File: config.mk
export PLATFORM = sky130hd
export DESIGN_NAME = irq_msg_agg
export DESIGN_NICKNAME = d
export VERILOG_FILES = /design/src/rtl/irq_msg_pkg.sv /design/src/rtl/irq_msg_regs.sv /design/src/rtl/irq_msg_ctrl.sv /design/src/rtl/irq_msg_agg.sv
export SDC_FILE = /design/constraint.sdc
export NUM_CORES = 1
export LEC_CHECK = 0
export ABC_AREA = 1
export BUFFER_PORTS_ARGS = -buffer_cell sky130_fd_sc_hd__buf_2
export CAP_MARGIN = 10
export CORE_MARGIN = 4
export CORE_UTILIZATION = 30
export CTS_CLUSTER_DIAMETER = 50
export DETAILED_ROUTE_END_ITERATION = 8
export PLACE_DENSITY_LB_ADDON = 0.3
export SYNTH_ARGS = -nofsm -noshare
export SYNTH_HDL_FRONTEND = slang
export SYNTH_SLANG_ARGS = --single-unit
File: constraint.sdc
create_clock -name clk -period 1.6 [get_ports clk]
set_clock_uncertainty 0.05 [all_clocks]
set_input_delay 0.16 -clock clk [delete_from_list [all_inputs] [get_ports clk]]
set_output_delay 0.16 -clock clk [all_outputs]
set_load 0.005 [all_outputs]
File: src/rtl/irq_msg_pkg.sv
package irq_msg_pkg;
  localparam int REG_AW = 8;

  localparam logic [REG_AW-1:0] OFS_MASK    = 8'h00;
  localparam logic [REG_AW-1:0] OFS_REQ     = 8'h04;
  localparam logic [REG_AW-1:0] OFS_PEND    = 8'h08;
  localparam logic [REG_AW-1:0] OFS_CTRL    = 8'h0C;
  localparam logic [REG_AW-1:0] OFS_TARGET  = 8'h10;
  localparam logic [REG_AW-1:0] OFS_ERRLOG  = 8'h14;
  localparam logic [REG_AW-1:0] OFS_ARB     = 8'h18;
  localparam logic [REG_AW-1:0] OFS_POWER   = 8'h20;

  localparam logic [31:0] TARGET_RESET   = 32'hFFFB_0003;
  localparam logic [31:0] POWER_OFF_CODE = 32'h0000_0002;

  typedef enum logic [2:0] {
    SEL_ZERO, SEL_MASK, SEL_REQ, SEL_PEND,
    SEL_CTRL, SEL_TARGET, SEL_ERRLOG, SEL_ARB
  } rdSel_t;

  typedef struct packed {
    logic   wrMask;
    logic   wrCtrl;
    logic   wrTarget;
    logic   wrErrLog;
    logic   wrArb;
    logic   clrPend;
    logic   readCap;
    rdSel_t rdSel;
  } regStrobe_t;
endpackage

File: src/rtl/irq_msg_regs.sv
module irq_msg_regs
  import irq_msg_pkg::*;
#(
  parameter int DW = 32
) (
  input  logic          clk,
  input  logic          rst,
  input  regStrobe_t    strobe,
  input  logic [DW-1:0] laneMask,
  input  logic [DW-1:0] regWdata,
  input  logic [DW-1:0] irqIn,
  output logic [DW-1:0] regRdata,
  output logic [DW-1:0] maskVec,
  output logic [DW-1:0] pendVec,
  output logic [DW-1:0] reqVec,
  output logic [DW-1:0] targetReg,
  output logic          inhibit
);
  logic [DW-1:0] errLog;
  logic [DW-1:0] arbMode;
  logic [DW-1:0] readMux;

  function automatic logic [DW-1:0] laneMerge(input logic [DW-1:0] oldVal);
    return (oldVal & ~laneMask) | (regWdata & laneMask);
  endfunction

  always_ff @(posedge clk) begin
    if (rst) begin
      maskVec   <= '0;
      pendVec   <= '0;
      reqVec    <= '0;
      targetReg <= TARGET_RESET[DW-1:0];
      inhibit   <= 1'b0;
      errLog    <= '0;
      arbMode   <= '0;
    end else begin
      pendVec <= (strobe.clrPend ? '0 : pendVec) | irqIn;
      reqVec  <= reqVec | (irqIn & maskVec);
      if (strobe.wrMask)   maskVec   <= laneMerge(maskVec);
      if (strobe.wrTarget) targetReg <= laneMerge(targetReg);
      if (strobe.wrErrLog) errLog    <= laneMerge(errLog);
      if (strobe.wrArb)    arbMode   <= laneMerge(arbMode);
      if (strobe.wrCtrl && laneMask[0]) inhibit <= regWdata[0];
    end
  end

  always_comb begin
    unique case (strobe.rdSel)
      SEL_MASK:   readMux = maskVec;
      SEL_REQ:    readMux = reqVec;
      SEL_PEND:   readMux = pendVec;
      SEL_CTRL:   readMux = {{(DW-1){1'b0}}, inhibit};
      SEL_TARGET: readMux = targetReg;
      SEL_ERRLOG: readMux = errLog;
      SEL_ARB:    readMux = arbMode;
      default:    readMux = '0;
    endcase
  end

  always_ff @(posedge clk) begin
    if (rst) regRdata <= '0;
    else if (strobe.readCap) regRdata <= readMux;
  end
endmodule

File: src/rtl/irq_msg_ctrl.sv
module irq_msg_ctrl
  import irq_msg_pkg::*;
#(
  parameter int DW         = 32,
  parameter int ALIGN_BITS = 5
) (
  input  logic              clk,
  input  logic              rst,
  input  logic [REG_AW-1:0] regAddr,
  input  logic              regWr,
  input  logic              regRd,
  input  logic [DW/8-1:0]   regBe,
  input  logic [DW-1:0]     regWdata,
  input  logic [DW-1:0]     irqIn,
  input  logic [DW-1:0]     maskVec,
  input  logic              inhibit,
  input  logic [DW-1:0]     targetReg,
  input  logic              mstAck,
  output regStrobe_t        strobe,
  output logic [DW-1:0]     laneMask,
  output logic              mstReq,
  output logic [DW-1:0]     mstAddr,
  output logic [DW-1:0]     mstData,
  output logic              shutdownReq
);
  localparam int LANES = DW / 8;
  localparam logic [DW-1:0] LOW_MASK = DW'((1 << ALIGN_BITS) - 1);

  typedef enum logic {ST_IDLE, ST_SEND} sendState_t;

  sendState_t    state;
  logic          queued;
  logic [DW-1:0] irqQ;
  logic          fire;

  for (genvar i = 0; i < LANES; i++) begin : g_lane
    assign laneMask[8*i +: 8] = {8{regBe[i]}};
  end

  always_comb begin
    strobe         = '0;
    strobe.readCap = regRd;
    strobe.rdSel   = SEL_ZERO;
    case (regAddr)
      OFS_MASK:   begin strobe.wrMask   = regWr; strobe.rdSel = SEL_MASK;   end
      OFS_REQ:    begin                          strobe.rdSel = SEL_REQ;    end
      OFS_PEND:   begin strobe.clrPend  = regWr | regRd; strobe.rdSel = SEL_PEND; end
      OFS_CTRL:   begin strobe.wrCtrl   = regWr; strobe.rdSel = SEL_CTRL;   end
      OFS_TARGET: begin strobe.wrTarget = regWr; strobe.rdSel = SEL_TARGET; end
      OFS_ERRLOG: begin strobe.wrErrLog = regWr; strobe.rdSel = SEL_ERRLOG; end
      OFS_ARB:    begin strobe.wrArb    = regWr; strobe.rdSel = SEL_ARB;    end
      default:    ;
    endcase
  end

  always_ff @(posedge clk) begin
    if (rst) shutdownReq <= 1'b0;
    else shutdownReq <= regWr && (regAddr == OFS_POWER)
                        && ((regWdata & laneMask) == POWER_OFF_CODE[DW-1:0]);
  end

  always_ff @(posedge clk) begin
    if (rst) irqQ <= '0;
    else irqQ <= irqIn;
  end

  assign fire   = (|(irqIn & ~irqQ & maskVec)) & ~inhibit;
  assign mstReq = (state == ST_SEND);

  always_ff @(posedge clk) begin
    if (rst) begin
      state   <= ST_IDLE;
      queued  <= 1'b0;
      mstAddr <= '0;
      mstData <= '0;
    end else begin
      case (state)
        ST_IDLE: if (fire) begin
          state   <= ST_SEND;
          mstAddr <= targetReg & ~LOW_MASK;
          mstData <= targetReg & LOW_MASK;
        end
        ST_SEND: if (mstAck) begin
          if (queued || fire) begin
            mstAddr <= targetReg & ~LOW_MASK;
            mstData <= targetReg & LOW_MASK;
            queued  <= queued & fire;
          end else begin
            state <= ST_IDLE;
          end
        end else if (fire) begin
          queued <= 1'b1;
        end
        default: state <= ST_IDLE;
      endcase
    end
  end
endmodule

File: src/rtl/irq_msg_agg.sv
module irq_msg_agg
  import irq_msg_pkg::*;
#(
  parameter int DW         = 32,
  parameter int ALIGN_BITS = 5
) (
  input  logic              clk,
  input  logic              rst,
  input  logic [REG_AW-1:0] regAddr,
  input  logic              regWr,
  input  logic              regRd,
  input  logic [DW/8-1:0]   regBe,
  input  logic [DW-1:0]     regWdata,
  output logic [DW-1:0]     regRdata,
  input  logic [DW-1:0]     irqIn,
  output logic              mstReq,
  output logic [DW-1:0]     mstAddr,
  output logic [DW-1:0]     mstData,
  input  logic              mstAck,
  output logic              shutdownReq
);
  regStrobe_t    strobe;
  logic [DW-1:0] laneMask;
  logic [DW-1:0] maskVec;
  logic [DW-1:0] pendVec;
  logic [DW-1:0] reqVec;
  logic [DW-1:0] targetReg;
  logic          inhibit;

  irq_msg_ctrl #(.DW(DW), .ALIGN_BITS(ALIGN_BITS)) u_ctrl (
    .clk(clk), .rst(rst), .regAddr(regAddr), .regWr(regWr), .regRd(regRd),
    .regBe(regBe), .regWdata(regWdata), .irqIn(irqIn), .maskVec(maskVec),
    .inhibit(inhibit), .targetReg(targetReg), .mstAck(mstAck),
    .strobe(strobe), .laneMask(laneMask), .mstReq(mstReq),
    .mstAddr(mstAddr), .mstData(mstData), .shutdownReq(shutdownReq)
  );

  irq_msg_regs #(.DW(DW)) u_regs (
    .clk(clk), .rst(rst), .strobe(strobe), .laneMask(laneMask),
    .regWdata(regWdata), .irqIn(irqIn), .regRdata(regRdata),
    .maskVec(maskVec), .pendVec(pendVec), .reqVec(reqVec),
    .targetReg(targetReg), .inhibit(inhibit)
  );
endmodule

==> impl_metrics.env <==
export IMPL_status="complete, but fails checks"
export IMPL_violations="negative hold slack, negative setup slack"
export IMPL_min_period_ps=1690
export IMPL_firstDrtPassIters=5
export IMPL_pre_cts_ws_ps=-290
export IMPL_fin_nets=2024
export IMPL_p_switching_mw=3.71
export IMPL_total_power_mw=17.0
export IMPL_track_usage=0.172
export IMPL_syn_cell_area_mm2=0.0121
export IMPL_instances_no_fill=2492
export IMPL_overflow=0
export IMPL_endpoint_kind="flip-flop"
export IMPL_p_clk_frac=0.505
export IMPL_maxCapViolCount=0
export IMPL_post_drt_wl_per_cell_um=15.7
export IMPL_path_class="reg2reg"
export IMPL_grt_max_degree=65
export IMPL_ys_seq_area_frac=0.481
export IMPL_worst_path_stages=11
export IMPL_dieArea_mm2=0.0438
export IMPL_fmax_mhz=592
export IMPL_place_gp_congestion=0.860
export IMPL_drt_wl_total_um=39200
export IMPL_required_ps=1950
export IMPL_whs_path_depth=4
export IMPL_critPathArrivalTime_ps=2040
export IMPL_fin_crit_sh=1.06
export IMPL_powerDensity_mw_per_mm2=1040
export IMPL_p_sw_frac=0.219
export IMPL_critPathBufInv=1
export IMPL_start_kind="flip-flop"
export IMPL_setup_viol=33
export IMPL_design_area_mm2=0.0163
export IMPL_clock_sinks=292
export IMPL_num_vias=11700
export IMPL_syn_inst=1656
export IMPL_path_delay_family="simple AND/OR/NAND/NOR gates"
export IMPL_crit_chain="nand3_1 > nand2_1 > nor2_1 > nand2_2 > nor2_4 > nand2_2 > nand2_4 > nand2_8 > buf_12 > a21oi_1 > nor2_1"
export IMPL_drt_initial_drc_count=590
export IMPL_slowest_stage="dfxtp_1"
export IMPL_fp_dieW_um=209
export IMPL_area_growth_pct=34.3
export IMPL_tns_ps=-2410
export IMPL_cts_path_max_buffers=3
export IMPL_max_vdd_ir_drop_mv=0.675
export IMPL_cts_clk_slew_worst_paths_ps=60
export IMPL_grt_pass1_wl_um=60900
export IMPL_rsz0062_at_grt="yes"
export IMPL_fin_ws_ps=-89.6
export IMPL_n_antenna_cell=0
export IMPL_cpPeakStageDelay_ps=320
export IMPL_ys_warn_count=0
export IMPL_internal_power_mw=13.3
export IMPL_portBuffers=146
export IMPL_hpwl_um=27600
export IMPL_yosys_register_bits=292
export IMPL_p_seq_frac=0.438
export IMPL_routed_via_density=4.68
export IMPL_core_area_mm2=0.0399
export IMPL_hold_class="in2reg"
export IMPL_hold_viol=1
export IMPL_ant_nets=0
export IMPL_antenna_found_initial=0
export IMPL_floorplan_initialDensity=0.304
export IMPL_cts_buffers=34
export IMPL_pwr_share_comb=0.057
export IMPL_timing_hold_ws_ps=-4.76
export IMPL_ys_types=29
export IMPL_htreeDepth=2
export IMPL_r2r_cells=11
export IMPL_layout_drive_gt1_share=0.203
export IMPL_slew_viol_final=0
export IMPL_insertion_delay_ps=520
export IMPL_grt_pass1_vias=11300
export IMPL_root_buffer="clkbuf_16"
export IMPL_drc=0
export IMPL_place_area_mm2=0.0141
export IMPL_pin_count=179
export IMPL_die_y_um=209
export IMPL_final_core_util=0.409
export IMPL_cts_tree="done"
export IMPL_critPathMaxFanout=21
export IMPL_syn_mean_instance_area_um2=7.33
export IMPL_power_leakage_nw=7.11
export IMPL_dp_cells=2359
export IMPL_row_count=73
logic make-up after synthesis:
| family | after synthesis | share of synthesized area |
|---|---|---|
| buffers and inverters | 293 | 0.110 |
| other | 1 | 0.000309 |
| AND/OR/NAND/NOR | 633 | 0.224 |
| flip-flops | 292 | 0.481 |
| AO/OA/AOI/OAI | 437 | 0.185 |
cells in the mapped netlist:
cell	n	share of area
nand2_1	358	0.11
dfxtp_1	292	0.48
a21oi_1	280	0.12
inv_1	162	0.050
nor2_1	133	0.041
nand3_1	95	0.039
o21ai_0	84	0.035
o21ai_1	53	0.022
clkbuf_1	44	0.014
buf_4	37	0.023
buf_2	24	0.0099
o211ai_1	17	0.011
nand3b_1	11	0.0068
buf_6	9	0.0083
inv_2	9	0.0028
nor2_4	8	0.0074
buf_1	7	0.0022
nand2_2	7	0.0036
nor2_2	4	0.0021
nor3_1	4	0.0016
nand2_4	3	0.0028
nor4_1	3	0.0015
o41ai_1	3	0.0022
nand3_2	2	0.0016
nand4_1	2	0.0010
nor3_4	2	0.0027
clkinv_2	1	0.00041
conb_1	1	0.00031
nor2_8	1	0.0016
worst paths after layout:
check,startpoint,to,slack [ps]
max,flip-flop,u_ctrl.mstAddr[5],-90
min,irqIn[8],u_regs.reqVec[8],-5
max reg2reg,flip-flop,u_ctrl.mstAddr[5],-90
min reg2reg,flip-flop,flip-flop,400
layer usage:
metal | track usage | part of all wire | vias to the layer above
met5 | 0 | 0 | -
met4 | 0.0461 | 0.024 | 0
met3 | 0.0306 | 0.051 | 59
met2 | 0.300 | 0.49 | 258
met1 | 0.219 | 0.43 | 5480
li1 | - | - | 5878
layout by cell type (no fill, tap or decap), drive strengths merged:
cell and instances:
nand2 368, dfxtp 292, a21oi 280, buf 269, inv 171, nor2 146
o21ai 137, nand3 97, dlygate4sd3 70, clkbuf 52, conb 32, o211ai 17
nand3b 11, bufinv 6, nor3 6, clkinv 4, nor4 3, o41ai 3
nand4 2, clkinvlp 1
power groups by stage:
| stage | Clock, mW | Combinational (mW) | Sequential [mW] |
|---|---|---|---|
| 2_1_floorplan | 0 | 0.433 | 7.58 |
| 3_3_place_gp | 0 | 0.787 | 7.59 |
| 3_5_place_dp | 0 | 0.796 | 7.59 |
| 4_1_cts | 8.76 | 0.947 | 7.43 |
| 5_1_grt | 9.09 | 1.06 | 7.44 |
| 6_report | 8.57 | 0.960 | 7.43 |
final cells by class:
type	instances	area (µm²)
Sequential cell	292	5850
Fill cell	4112	23600
Inverter	172	647
Timing Repair Buffer	341	2650
Multi-Input combinational cell	1102	5260
Clock inverter	10	210
Tap cell	525	657
Clock buffer	50	1030
worst reg2reg max path, stage by stage (launching register included):
cell and delay [ps]:
dfxtp_1 320, nand3_1 100, nand2_1 70, nor2_1 120
nand2_2 100, nor2_4 140, nand2_2 90, nand2_4 110
nand2_8 110, buf_12 180, a21oi_1 140, nor2_1 60
repair_timing:
action | in CTS | in global routing
buffers inserted | 0 | 0
hold buffers | 70 | 1
resized for setup | 16 | 29
pin swaps | 5 | 15
gates cloned | 1 | 2
setup endpoints to repair | 33 | 34
hold endpoints to repair | 213 | 1
Power figures use the tool's default switching activity.
